`src/rtl/adc_serial_reader_pkg.sv`:
```
package adc_serial_reader_pkg;

  typedef enum logic [1:0] {
    ST_IDLE  = 2'd0,
    ST_SETUP = 2'd1,
    ST_RUN   = 2'd2
  } rd_state_e;

  localparam int unsigned WORD_BITS      = 12;
  localparam int unsigned NULL_IDX       = 2;
  localparam int unsigned FIRST_DATA_IDX = NULL_IDX + 1;
  localparam int unsigned LAST_DATA_IDX  = FIRST_DATA_IDX + WORD_BITS - 1;
  localparam int unsigned REPEAT_BITS    = WORD_BITS - 1;
  localparam int unsigned EDGES_PLAIN    = LAST_DATA_IDX + 1;
  localparam int unsigned EDGES_VERIFY   = EDGES_PLAIN + REPEAT_BITS;
  localparam int unsigned EDGE_W         = $clog2(EDGES_VERIFY + 1);

endpackage

```
`src/rtl/adc_serial_reader_tick.sv`:
```
module adc_serial_reader_tick #(
  parameter int unsigned CNT_W = 8
) (
  input  logic             clk,
  input  logic             rst_n,
  input  logic             clr,
  input  logic [CNT_W-1:0] lim_m1,
  output logic             tick
);

  logic [CNT_W-1:0] cnt_q, cnt_d;

  assign tick = (cnt_q >= lim_m1);

  always_comb begin
    if (clr || tick) cnt_d = '0;
    else             cnt_d = cnt_q + 1'b1;
  end

  always_ff @(posedge clk or negedge rst_n) begin
    if (!rst_n) cnt_q <= '0;
    else        cnt_q <= cnt_d;
  end

endmodule

```
`src/rtl/adc_serial_reader_ctl.sv`:
```
module adc_serial_reader_ctl
  import adc_serial_reader_pkg::*;
#(
  parameter int unsigned DIV_W     = 8,
  parameter int unsigned SETUP_CYC = 4
) (
  input  logic              clk,
  input  logic              rst_n,
  input  logic              start,
  input  logic [DIV_W-1:0]  div_in,
  input  logic              verify_in,
  input  logic              tick,
  output logic [DIV_W-1:0]  lim_m1,
  output logic              cnt_clr,
  output logic              clr_data,
  output logic              smp_en,
  output logic [EDGE_W-1:0] edge_idx,
  output logic              cs_n,
  output logic              sclk,
  output logic              busy,
  output logic              done
);

  localparam logic [EDGE_W-1:0] LAST_PLAIN  = EDGE_W'(EDGES_PLAIN);
  localparam logic [EDGE_W-1:0] LAST_VERIFY = EDGE_W'(EDGES_VERIFY);
  localparam logic [DIV_W-1:0]  SETUP_M1    = DIV_W'(SETUP_CYC - 1);

  rd_state_e         state_q, state_d;
  logic              sclk_q, sclk_d;
  logic [EDGE_W-1:0] edge_q, edge_d;
  logic [DIV_W-1:0]  div_q, div_d;
  logic              ver_q, ver_d;
  logic              done_q, done_d;
  logic [EDGE_W-1:0] last_edge;

  assign last_edge = ver_q ? LAST_VERIFY : LAST_PLAIN;

  always_comb begin
    state_d  = state_q;
    sclk_d   = sclk_q;
    edge_d   = edge_q;
    div_d    = div_q;
    ver_d    = ver_q;
    done_d   = 1'b0;
    smp_en   = 1'b0;
    cnt_clr  = 1'b0;
    clr_data = 1'b0;
    unique case (state_q)
      ST_IDLE: begin
        cnt_clr = 1'b1;
        if (start) begin
          state_d  = ST_SETUP;
          div_d    = (div_in == '0) ? DIV_W'(1) : div_in;
          ver_d    = verify_in;
          edge_d   = '0;
          sclk_d   = 1'b0;
          clr_data = 1'b1;
        end
      end
      ST_SETUP: begin
        if (tick) state_d = ST_RUN;
      end
      ST_RUN: begin
        if (tick) begin
          if (!sclk_q) begin
            sclk_d = 1'b1;
            smp_en = 1'b1;
            edge_d = edge_q + 1'b1;
          end else begin
            sclk_d = 1'b0;
            if (edge_q == last_edge) begin
              state_d = ST_IDLE;
              done_d  = 1'b1;
            end
          end
        end
      end
      default: state_d = ST_IDLE;
    endcase
  end

  always_ff @(posedge clk or negedge rst_n) begin
    if (!rst_n) begin
      state_q <= ST_IDLE;
      sclk_q  <= 1'b0;
      edge_q  <= '0;
      div_q   <= DIV_W'(1);
      ver_q   <= 1'b0;
      done_q  <= 1'b0;
    end else begin
      state_q <= state_d;
      sclk_q  <= sclk_d;
      edge_q  <= edge_d;
      div_q   <= div_d;
      ver_q   <= ver_d;
      done_q  <= done_d;
    end
  end

  assign lim_m1   = (state_q == ST_SETUP) ? SETUP_M1 : (div_q - 1'b1);
  assign edge_idx = edge_q;
  assign cs_n     = (state_q == ST_IDLE);
  assign busy     = (state_q != ST_IDLE);
  assign sclk     = sclk_q;
  assign done     = done_q;

endmodule

```
`src/rtl/adc_serial_reader_rx.sv`:
```
module adc_serial_reader_rx
  import adc_serial_reader_pkg::*;
(
  input  logic                 clk,
  input  logic                 rst_n,
  input  logic                 clr,
  input  logic                 smp_en,
  input  logic [EDGE_W-1:0]    idx,
  input  logic                 sdo,
  output logic [WORD_BITS-1:0] word,
  output logic                 frame_err,
  output logic                 mismatch
);

  localparam logic [EDGE_W-1:0] NULL_I  = EDGE_W'(NULL_IDX);
  localparam logic [EDGE_W-1:0] DATA_LO = EDGE_W'(FIRST_DATA_IDX);
  localparam logic [EDGE_W-1:0] DATA_HI = EDGE_W'(LAST_DATA_IDX);
  localparam logic [EDGE_W-1:0] REP_HI  = EDGE_W'(EDGES_VERIFY - 1);

  logic [WORD_BITS-1:0] word_q, word_d;
  logic                 ferr_q, ferr_d;
  logic                 mis_q, mis_d;
  logic [EDGE_W-1:0]    rel;
  logic                 exp_bit;

  assign rel = idx - DATA_HI;

  always_comb begin
    exp_bit = 1'b0;
    for (int i = 0; i < WORD_BITS; i++) begin
      if (rel == EDGE_W'(i)) exp_bit = word_q[i];
    end
  end

  always_comb begin
    word_d = word_q;
    ferr_d = ferr_q;
    mis_d  = mis_q;
    if (clr) begin
      word_d = '0;
      ferr_d = 1'b0;
      mis_d  = 1'b0;
    end else if (smp_en) begin
      if (idx == NULL_I) begin
        ferr_d = sdo;
      end else if (idx >= DATA_LO && idx <= DATA_HI) begin
        word_d = {word_q[WORD_BITS-2:0], sdo};
      end else if (idx > DATA_HI && idx <= REP_HI) begin
        if (sdo != exp_bit) mis_d = 1'b1;
      end
    end
  end

  always_ff @(posedge clk or negedge rst_n) begin
    if (!rst_n) begin
      word_q <= '0;
      ferr_q <= 1'b0;
      mis_q  <= 1'b0;
    end else begin
      word_q <= word_d;
      ferr_q <= ferr_d;
      mis_q  <= mis_d;
    end
  end

  assign word      = word_q;
  assign frame_err = ferr_q;
  assign mismatch  = mis_q;

endmodule

```
`src/rtl/adc_serial_reader.sv`:
```
module adc_serial_reader
  import adc_serial_reader_pkg::*;
#(
  parameter int unsigned DIV_W     = 8,
  parameter int unsigned SETUP_CYC = 4
) (
  input  logic                 clk,
  input  logic                 rst_n,
  input  logic                 start,
  input  logic [DIV_W-1:0]     div_in,
  input  logic                 verify_in,
  input  logic                 sdo,
  output logic                 cs_n,
  output logic                 sclk,
  output logic                 busy,
  output logic                 done,
  output logic [WORD_BITS-1:0] result,
  output logic                 frame_err,
  output logic                 mismatch
);

  logic [1:0]        rst_pipe;
  logic              rst_n_sync;
  logic              tick;
  logic [DIV_W-1:0]  lim_m1;
  logic              cnt_clr;
  logic              clr_data;
  logic              smp_en;
  logic [EDGE_W-1:0] edge_idx;

  always_ff @(posedge clk or negedge rst_n) begin
    if (!rst_n) rst_pipe <= 2'b00;
    else        rst_pipe <= {rst_pipe[0], 1'b1};
  end
  assign rst_n_sync = rst_pipe[1];

  adc_serial_reader_tick #(.CNT_W(DIV_W)) u_tick (
    .clk    (clk),
    .rst_n  (rst_n_sync),
    .clr    (cnt_clr),
    .lim_m1 (lim_m1),
    .tick   (tick)
  );

  adc_serial_reader_ctl #(.DIV_W(DIV_W), .SETUP_CYC(SETUP_CYC)) u_ctl (
    .clk       (clk),
    .rst_n     (rst_n_sync),
    .start     (start),
    .div_in    (div_in),
    .verify_in (verify_in),
    .tick      (tick),
    .lim_m1    (lim_m1),
    .cnt_clr   (cnt_clr),
    .clr_data  (clr_data),
    .smp_en    (smp_en),
    .edge_idx  (edge_idx),
    .cs_n      (cs_n),
    .sclk      (sclk),
    .busy      (busy),
    .done      (done)
  );

  adc_serial_reader_rx u_rx (
    .clk       (clk),
    .rst_n     (rst_n_sync),
    .clr       (clr_data),
    .smp_en    (smp_en),
    .idx       (edge_idx),
    .sdo       (sdo),
    .word      (result),
    .frame_err (frame_err),
    .mismatch  (mismatch)
  );

endmodule

```
`config.mk`:
```
export PLATFORM = sky130hd
export DESIGN_NAME = adc_serial_reader
export DESIGN_NICKNAME = d
export VERILOG_FILES = /design/src/rtl/adc_serial_reader_pkg.sv /design/src/rtl/adc_serial_reader_tick.sv /design/src/rtl/adc_serial_reader_ctl.sv /design/src/rtl/adc_serial_reader_rx.sv /design/src/rtl/adc_serial_reader.sv
export SDC_FILE = /design/constraint.sdc
export NUM_CORES = 1
export LEC_CHECK = 0
export BUFFER_PORTS_ARGS = -buffer_cell sky130_fd_sc_hd__buf_2
export CORE_ASPECT_RATIO = 0.5
export CORE_MARGIN = 8
export CORE_UTILIZATION = 39
export DETAILED_ROUTE_END_ITERATION = 8
export PLACE_DENSITY = 0.59
export SKIP_CTS_REPAIR_TIMING = 1
export SLEW_MARGIN = 20
export SYNTH_ARGS = -nofsm -noshare
export SYNTH_HDL_FRONTEND = slang
export SYNTH_HIERARCHICAL = 1
export SYNTH_SLANG_ARGS = --single-unit
```
`constraint.sdc`:
```
create_clock -name clk -period 2.4 [get_ports clk]
set_clock_uncertainty 0.15 [all_clocks]
set_input_delay 0.48 -clock clk [delete_from_list [all_inputs] [get_ports clk]]
set_output_delay 0.48 -clock clk [all_outputs]
set_load 0.05 [all_outputs]
```
; Word-level counts from Yosys, hierarchy flattened
; Cells that the tools add are included.
[totals]
reg_bits = 42
output_inout_bits = 18
wordCells = 116
in_bits = 13
[op_classes]
order_cmp = 5
muxes = 52
eq_ne = 24
n_reduce_logical = 20
addsub = 4
[ops]
columns = op, n
row1 = $mux 12, 4
row2 = $mux 1, 33
row3 = $mux 8, 3
row4 = $eq 5x3->1 const B, 4
row5 = $eq 5x4->1 const B, 4
row6 = $mux 5, 4
row7 = $eq 5x2->1 const B, 3
row8 = $reduce_bool 2->1, 7
row9 = $ne 2x2->1 const B, 6
row10 = $mux 2, 5
row11 = $pmux 5 s2, 1
row12 = $reduce_and 5->1, 2
row13 = $add 8x1->8 const B, 1
row14 = $ge 8x8->1, 1
row15 = $logic_not 8->1, 1
row16 = $sub 8x1->8 const B, 1
row17 = $pmux 2 s3, 1
row18 = $reduce_and 3->1, 2
row19 = $add 5x1->5 const B, 1
row20 = $eq 5x1->1 const B, 1
row21 = $eq 5x5->1, 1
row22 = $ge 5x2->1 const B, 1
row23 = $gt 5x4->1 const B, 1
row24 = $le 5x4->1 const B, 1
row25 = other kinds (13), 16

; Logic depth before layout (Yosys ltp)
; Gate-level depths: netlist of run 1.
[logic_depth]
depth_word = 21
depth_mapped = 16
depth_no_buf = 14

; Hierarchy
; The synthesis of run 1 kept the hierarchy.
[by_module_without_submodules]
columns = mod, area_per_inst_um2, n_inst, cells_each, seq_area_each_um2
row1 = adc_serial_reader_ctl, 1019.7, 1, 100, 451.7
row2 = adc_serial_reader_rx, 845.8, 1, 80, 350.3
row3 = adc_serial_reader_tick, 574.3, 1, 59, 200.2
row4 = adc_serial_reader, 53.8, 1, 3, 50.0

; Worst setup path after synthesis of run 1
; No wires, ideal clock.
[synth_path]
kind = reg-to-reg
start = reg u_ctl.div_q[1]
end = reg u_rx.word_q[9], in the netlist u_rx/word[9]
n_path_buf = 2
t_required_ns = 2.118
period_less_slack_ns = 3.509
slack_ns = -1.109
arrival_ns = 3.227
path_stages_with_launch = 15
setup_time_ns = 0.132
cell_sequence = dfrtp_1 or4_4 or3_1 a21oi_1 inv_1 ha_1 a21o_1 a21oi_1 o31ai_1 and4bb_2 buf_2 nand3_1 buf_2 mux2i_1 nor2_1
[synth_between]
elab_chain_len = 7
[synth_lines]
columns = element, line
row1 = from (decl), adc_serial_reader_ctl.sv:31  ; logic [DIV_W-1:0] div_q, div_d;
row2 = from (signal assigned), adc_serial_reader_ctl.sv:94  ; div_q <= div_d;
row3 = $sub 8x1->8, adc_serial_reader_ctl.sv:100  ; assign lim_m1 = (state_q == ST_SETUP) ? SETUP_M1 : (div_q - 1'b1);
row4 = $mux 8, adc_serial_reader_ctl.sv:100
row5 = net lim_m1[5], adc_serial_reader.sv:25  ; logic [DIV_W-1:0] lim_m1;
row6 = $ge 8x8->1, adc_serial_reader_tick.sv:13  ; assign tick = (cnt_q >= lim_m1);
row7 = net tick, adc_serial_reader.sv:24  ; logic tick;
row8 = $mux 1, adc_serial_reader_ctl.sv:64  ; if (tick) begin
row9 = $mux 1, adc_serial_reader_ctl.sv:48  ; unique case (state_q)
row10 = net smp_en, adc_serial_reader.sv:28  ; logic smp_en;
row11 = $reduce_bool 2->1 (no source line), -
row12 = $reduce_and 3->1 (no source line), -
row13 = to (signal assigned), adc_serial_reader_rx.sv:60  ; word_q <= word_d;
row14 = to (decl), adc_serial_reader_rx.sv:20  ; logic [WORD_BITS-1:0] word_q, word_d;
; The timed path passes the listed nets, and every way through them passes these cells.
; A chain may end at the register's enable or synchronous reset.

; Worst setup path in the final report of run 1
[layout_path]
start = reg u_ctl.div_q[2]
end = reg u_rx.word_q[11], in the netlist u_rx/word[11]
; Same word-level chain as after synthesis.

==> impl_metrics.tcl, run 1 <==
set metrics [dict create \
    status "complete, but fails checks" \
    violations "setup timing" \
    row_count 20 \
    viasPerCell 5.02 \
    critPathLaunchType "register" \
    cts_tree "yes" \
    diodes 0 \
    yosysTopAreaCell "dfrtp_1" \
    r2r_cells 11 \
    totalWireLength_um 5670 \
    root_buffer "clkbuf_16" \
    r2r_slack_ns -0.73 \
    dieArea_um2 9360 \
    top_layer_used "met4" \
    dr_wl_met3_um 117 \
    grt_overflow 0 \
    clk_path_buf_depth 2 \
    drive_gt1_frac 0.367 \
    setup_viol 31 \
    intPower_mw 2.20 \
    finalNetCount 332 \
    netlist_instances 242 \
    floorplan.core_area_um2 6130 \
    slew_viol_final 0 \
    finalNonFillerCells 393 \
    yosysWarnings 6 \
    num_vias 1974 \
    synth_nets 270 \
    cp-end-kind "register" \
    peakVddDrop_uv 363 \
    wl_per_cell_um 14.4 \
    ys_ff_latch 42 \
    clkTransAtPathRegs_ns 0.06 \
    cts_sinks 42 \
    netSwitchingFraction 0.404 \
    synth_ff_type "dfrtp_1" \
    max_freq_mhz 319 \
    endpoint "u_rx/word[11]" \
    synth_top_area_share 0.411 \
    path_class "reg2reg" \
    maxSlewHeadroom 0.496 \
    antenna_left 0 \
    htree_levels 2 \
    combPwrFrac 0.538 \
    reg2reg_from "u_ctl/div_q[2]" \
    yosys-top-cells-area "dfrtp_1 41%, mux2i_1 8.0%, ha_1 7.5%" \
    grt_pass1_vias 2062 \
    startpoint "u_ctl/div_q[2]" \
    seqPwrFrac 0.278 \
    io_pins 31 \
    antenna_found_initial 0 \
    die_h_um 72.5 \
    arrival_ns 3.15 \
    drtIter0Drc 64 \
    min_period_over_period 1.31 \
    dp_hpwl_um 4010 \
    tightest_slew_ns 0.752 \
    holdWs_ns 0.153 \
    synth_seq_area_share 0.422 \
    p_clk_frac 0.184 \
    powerDensity_nw_per_um2 1130 \
    numCtsBuffers 5 \
    route.detailed.drc 0 \
    grt_pass1_wl_um 9480 \
    hp-class "reg2async" \
    p_sw_mw 1.49 \
    dpl.cell_count 378 \
    synth_cell_types 51 \
    start_util 0.407 \
    syn_avg_cell_area_um2 10.3 \
    worstPathMaxFanout 6 \
    async_flop_share 1.00 \
    cap_viol_max_count 0 \
    total_power_mw 3.69 \
    dieWidth_um 129 \
    timing_hold_violations_final 0 \
    wl_met1_um 2620 \
    grt_max_degree 41 \
    place_congestion 0.790 \
    numPortBuffers 30 \
    critPathRequiredTime_ns 2.42 \
    drt_pass1_iterations 4 \
    grt_usage 0.125 \
    setup_slack_ns -0.733 \
    clock_latency_ns 0.28 \
    synth_edf_count 0 \
    total_leakage_power_nw 1.68 \
    met2WireLength_um 2840 \
    synthToLayoutAreaGrowth_pct 31.4 \
    rr_endpoint "u_rx/word[11]" \
    post-route-min-period_ns 3.13 \
    synth_area_um2 2490 \
    rsz0062_at_grt "true" \
]
-- worst min-delay path by stage --
stage / to / slack [ns] / cells after the start
detailed placement: rst_pipe[1] / 0.12 / 1
global route: u_ctl/div_q[3] / 0.22 / 1
finish: u_ctl/div_q[7] / 0.15 / 1
global placement: rst_pipe[1] / 0.11 / 1
floorplan: rst_pipe[0] / 0.03 / 0
CTS: rst_pipe[0] / -0.18 / 1
-- kinds of logic (layout without fill, tap and decap cells) --
group,Yosys count,in the layout,synth area share
simple gates,85,86,0.180
buf+inv,30,92,0.0617
xor+xnor,10,10,0.0351
fa+ha+maj,15,15,0.0753
compound gates,29,29,0.0868
flops,42,42,0.422
other cells,1,1,0.00150
mux,30,30,0.137
-- synth_stat cells, drive strengths merged, types with 2 or more instances --
library cell / count
dfrtp: 41
nor2: 27
inv: 20
mux2i: 20
nand2: 16
ha: 15
buf: 8
mux2: 8
nand3: 8
o21ai: 8
a21oi: 7
xor2: 6
nand2b: 4
nand4: 4
xnor2: 4
and3: 3
nor3b: 3
nor4: 3
o31ai: 3
or3: 3
clkbuf: 2
mux4: 2
nor3: 2
nor4bb: 2
o221ai: 2
or4: 2
-- stage by stage --
stage | cell area [um2] | util | setup slack (ns) | setup TNS [ns]
2_1_floorplan | 2600 | - | -0.727 | -12.67
3_3_place_gp | 2970 | 0.485 | -0.674 | -15.43
3_5_place_dp | 2970 | 0.485 | -0.751 | -16.80
4_1_cts | 3120 | 0.509 | -0.765 | -17.17
5_1_grt | 3280 | 0.534 | -0.854 | -21.62
6_report | 3280 | 0.534 | -0.733 | -17.63
-- critical path, cell delays in order, from the launching register on --
cell and delay (ns):
dfrtp_1 0.42, or4_4 0.51, or3_1 0.33, a21oi_2 0.12
inv_1 0.07, ha_4 0.27, nand3_4 0.07, o31ai_4 0.27
and4bb_4 0.34, nand3_4 0.17, mux2i_1 0.24, nor2_1 0.06
-- power groups by stage --
| stage | Clock [mW] | Combinational [mW] | Sequential (mW) |
|---|---|---|---|
| final | 0.679 | 1.99 | 1.03 |
| after global routing | 0.735 | 2.18 | 1.05 |
| after CTS | 0.698 | 1.79 | 1.02 |
| after detailed placement | 0 | 1.78 | 1.03 |
| after global placement | 0 | 1.74 | 1.02 |
| after floorplan | 0 | 1.12 | 1.15 |
-- area by class of cell --
cell class / instances / area, um2
fillers: 542 / 2860
multi-input cells: 171 / 1480
flip-flops and latches: 42 / 1050
repair buffers: 64 / 412
clock buffers: 7 / 143
well taps: 88 / 110
inverters: 20 / 77.6
clock inverters: 1 / 5.00
-- per-layer routing --
metal / GRT usage / vias to the layer above
li1: - / 976
met1: 0.148 / 969
met2: 0.218 / 20
met3: 0.0270 / 9
met4: 0.0529 / 0
met5: 0 / -
-- flip-flops by register name (all words and copies together) (netlist names) --
register	count
u_ctl/state_q	2
u_tick/cnt_q	8
u_ctl/div_q	8
u_ctl/ver_q	1
u_rx/word	12
u_rx/mismatch	1
u_rx/frame_err	1
u_ctl/edge_idx	5
rst_pipe	2
u_ctl/sclk	1
u_ctl/done	1
-- cell usage in the layout, fill, tap and decap left out, drive strengths merged, types with 3 or more instances in the layout --
| cell | netlist | routed |
|---|---|---|
| xor2 | 6 | 6 |
| buf | 8 | 63 |
| dfrtp | 41 | 41 |
| o31ai | 3 | 3 |
| nand2 | 16 | 16 |
| nor3b | 3 | 3 |
| xnor2 | 4 | 4 |
| nand2b | 4 | 4 |
| and3 | 3 | 3 |
| or3 | 3 | 3 |
| nor2 | 27 | 27 |
| ha | 15 | 15 |
| nand3 | 8 | 9 |
| o21ai | 8 | 8 |
| nor4 | 3 | 3 |
| nand4 | 4 | 4 |
| inv | 20 | 20 |
| mux2i | 20 | 20 |
| a21oi | 7 | 7 |
| mux2 | 8 | 8 |
| clkbuf | 2 | 7 |
Power figures use the tool's default switching activity.
==> run 2, diff against run 1 <==
--- a/config.mk
+++ b/config.mk
@@ -5,12 +5,14 @@
 export SDC_FILE = /design/constraint.sdc
 export NUM_CORES = 1
 export LEC_CHECK = 0
+export ABC_CLOCK_PERIOD_IN_PS = 2400
 export BUFFER_PORTS_ARGS = -buffer_cell sky130_fd_sc_hd__buf_2
 export CORE_ASPECT_RATIO = 0.5
 export CORE_MARGIN = 8
 export CORE_UTILIZATION = 39
 export DETAILED_ROUTE_END_ITERATION = 8
 export PLACE_DENSITY = 0.59
+export RECOVER_POWER = 50
 export SKIP_CTS_REPAIR_TIMING = 1
 export SLEW_MARGIN = 20
 export SYNTH_ARGS = -nofsm -noshare
==> run 2 against run 1 <==
  * The flow still finishes with violations (setup timing)
  * First-iteration DRC count grew 4.7%
  * Register-to-register slack barely moved
  * Wire length barely moved
  * Power is essentially flat
  * Clock power barely moved
  * Die area unchanged
  * Global-route usage is the same
  * Flip-flop and latch count stayed put
  * Design area fell by 0.11%
  * Hold slack improved by 0.057 ns
  * Critical path depth unchanged
==> impl_metrics.tcl, run 2 (same netlist as run 1, synthesis figures left out) <==
set metrics [dict create \
    status "complete, but fails checks" \
    violations "setup timing" \
    grt_pass1_wl_um 9480 \
    cap_viol_max_count 0 \
    drt_pass1_iterations 4 \
    floorplan.core_area_um2 6130 \
    grt_pass1_vias 2062 \
    root_buffer "clkbuf_16" \
    holdWs_ns 0.210 \
    dp_hpwl_um 4010 \
    cp_slowest_stage_delay_ns 0.51 \
    max_freq_mhz 319 \
    drive_gt1_frac 0.364 \
    post-route-util 0.534 \
    io_pins 31 \
    setup_slack_ns -0.733 \
    dieWidth_um 129 \
    start_util 0.407 \
    post-route-min-period_ns 3.13 \
    clk_path_buf_depth 2 \
    die_h_um 72.5 \
    netSwitchingFraction 0.404 \
    min_period_over_period 1.31 \
    grt_max_degree 41 \
    clkTransAtPathRegs_ns 0.06 \
    cts_tree "yes" \
    tightest_slew_ns 1.01 \
    worstPathMaxFanout 6 \
    intPower_mw 2.20 \
    cts_sinks 42 \
    critPathLaunchType "register" \
    pre_cts_slack_ns -0.751 \
    fin_tns_setup_ns -17.60 \
    total_leakage_power_nw 1.67 \
    largest_reg_flops 12 \
    row_count 20 \
    viasPerCell 5.02 \
    mostFrequentLayoutCell "dfrtp_1" \
    finalNonFillerCells 393 \
    p_sw_mw 1.49 \
    worstPathCellList "or4_4, or3_1, a21oi_2, inv_1, ha_4, nand3_4, o31ai_4, and4bb_4, nand3_4, mux2i_1, nor2_1" \
    grt_usage 0.125 \
    diodes 0 \
    slowest_stage "or4_4" \
    place_congestion 0.790 \
    synthToLayoutAreaGrowth_pct 31.2 \
    setup_viol 31 \
    htree_levels 2 \
    numCtsBuffers 5 \
    final_cell_mix "41 x dfrtp_1, 31 x buf_4, 29 x buf_2, 25 x nor2_1, 20 x mux2i_1" \
    antenna_found_initial 0 \
    maxSlewHeadroom 0.327 \
    dpl.cell_count 378 \
    route.detailed.drc 0 \
    path_buf_inv 1 \
    arrival_ns 3.15 \
    peakVddDrop_uv 363 \
    critPathRequiredTime_ns 2.42 \
    slew_viol_final 0 \
    finalNetCount 332 \
    numPortBuffers 30 \
    fillers 542 \
    totalWireLength_um 5670 \
    num_vias 1972 \
    drtIter0Drc 67 \
    clock_latency_ns 0.28 \
    critPathTopFamily "simple AND/OR/NAND/NOR gates" \
    cp-end-kind "register" \
    rsz0062_at_grt "true" \
    timing_hold_violations_final 0 \
    combPwrFrac 0.538 \
    path_class "reg2reg" \
    powerDensity_nw_per_um2 1130 \
    hp-class "reg2reg" \
    seqPwrFrac 0.278 \
    dieArea_um2 9360 \
    p_clk_frac 0.184 \
    grt_overflow 0 \
    wl_per_cell_um 14.4 \
    antenna_left 0 \
    cpMostUsedCell "nand3_4" \
]
==> run 2: cell types whose count changed in the layout (fill, tap and decap cells not counted), sizes merged <==
cell    before  now
clkbuf       7    9
buf         63   61
==> run 2: final timing paths <==
kind,to,slack (ns),start,depth (start not counted)
worst max-delay path,u_rx/word[11],-0.73,u_ctl/div_q[2],11
worst min-delay path,rst_pipe[1],0.21,rst_pipe[0],0
worst max register to register,u_rx/word[11],-0.73,u_ctl/div_q[2],11
worst min register to register,rst_pipe[1],0.21,rst_pipe[0],0
max in group asynchronous,u_rx/word[9],1.14,rst_pipe[1],1
min in group asynchronous,u_ctl/div_q[7],0.34,rst_pipe[1],1
==> run 2: routing by layer <==
layer | GRT usage | part of all wire | wire length (um)
met2 | 0.218 | 0.50 | 2840
met3 | 0.0270 | 0.021 | 117
met1 | 0.148 | 0.46 | 2630
met4 | 0.0529 | 0.015 | 87
met5 | 0 | 0 | 0
==> run 2: layout make-up <==
| cell class | instances | area [um2] | area share |
|---|---|---|---|
| clock buffer | 7 | 143 | 0.0436 |
| clock inverter | 1 | 5.00 | 0.00153 |
| inverter | 20 | 77.6 | 0.0237 |
| multi-input combinational | 171 | 1480 | 0.451 |
| sequential | 42 | 1050 | 0.322 |
| tap | 88 | 110 | 0.0337 |
| timing repair buffer | 64 | 408 | 0.125 |
==> run 2: stage by stage <==
stage | instance area, um2 | power, mW
final | 3270 | 3.69
after global routing | 3270 | 3.97
after CTS | 3120 | 3.51
after detailed placement | 2970 | 2.81
after global placement | 2970 | 2.76
after floorplan | 2600 | 2.27
==> run 2: power by group through the flow <==
| stage | clock, mW | sequential, mW | combinational, mW |
|---|---|---|---|
| detailed placement | 0 | 1.03 | 1.78 |
| floorplan | 0 | 1.15 | 1.12 |
| CTS | 0.698 | 1.02 | 1.79 |
| global route | 0.735 | 1.05 | 2.18 |
| finish | 0.679 | 1.03 | 1.99 |
| global placement | 0 | 1.02 | 1.74 |
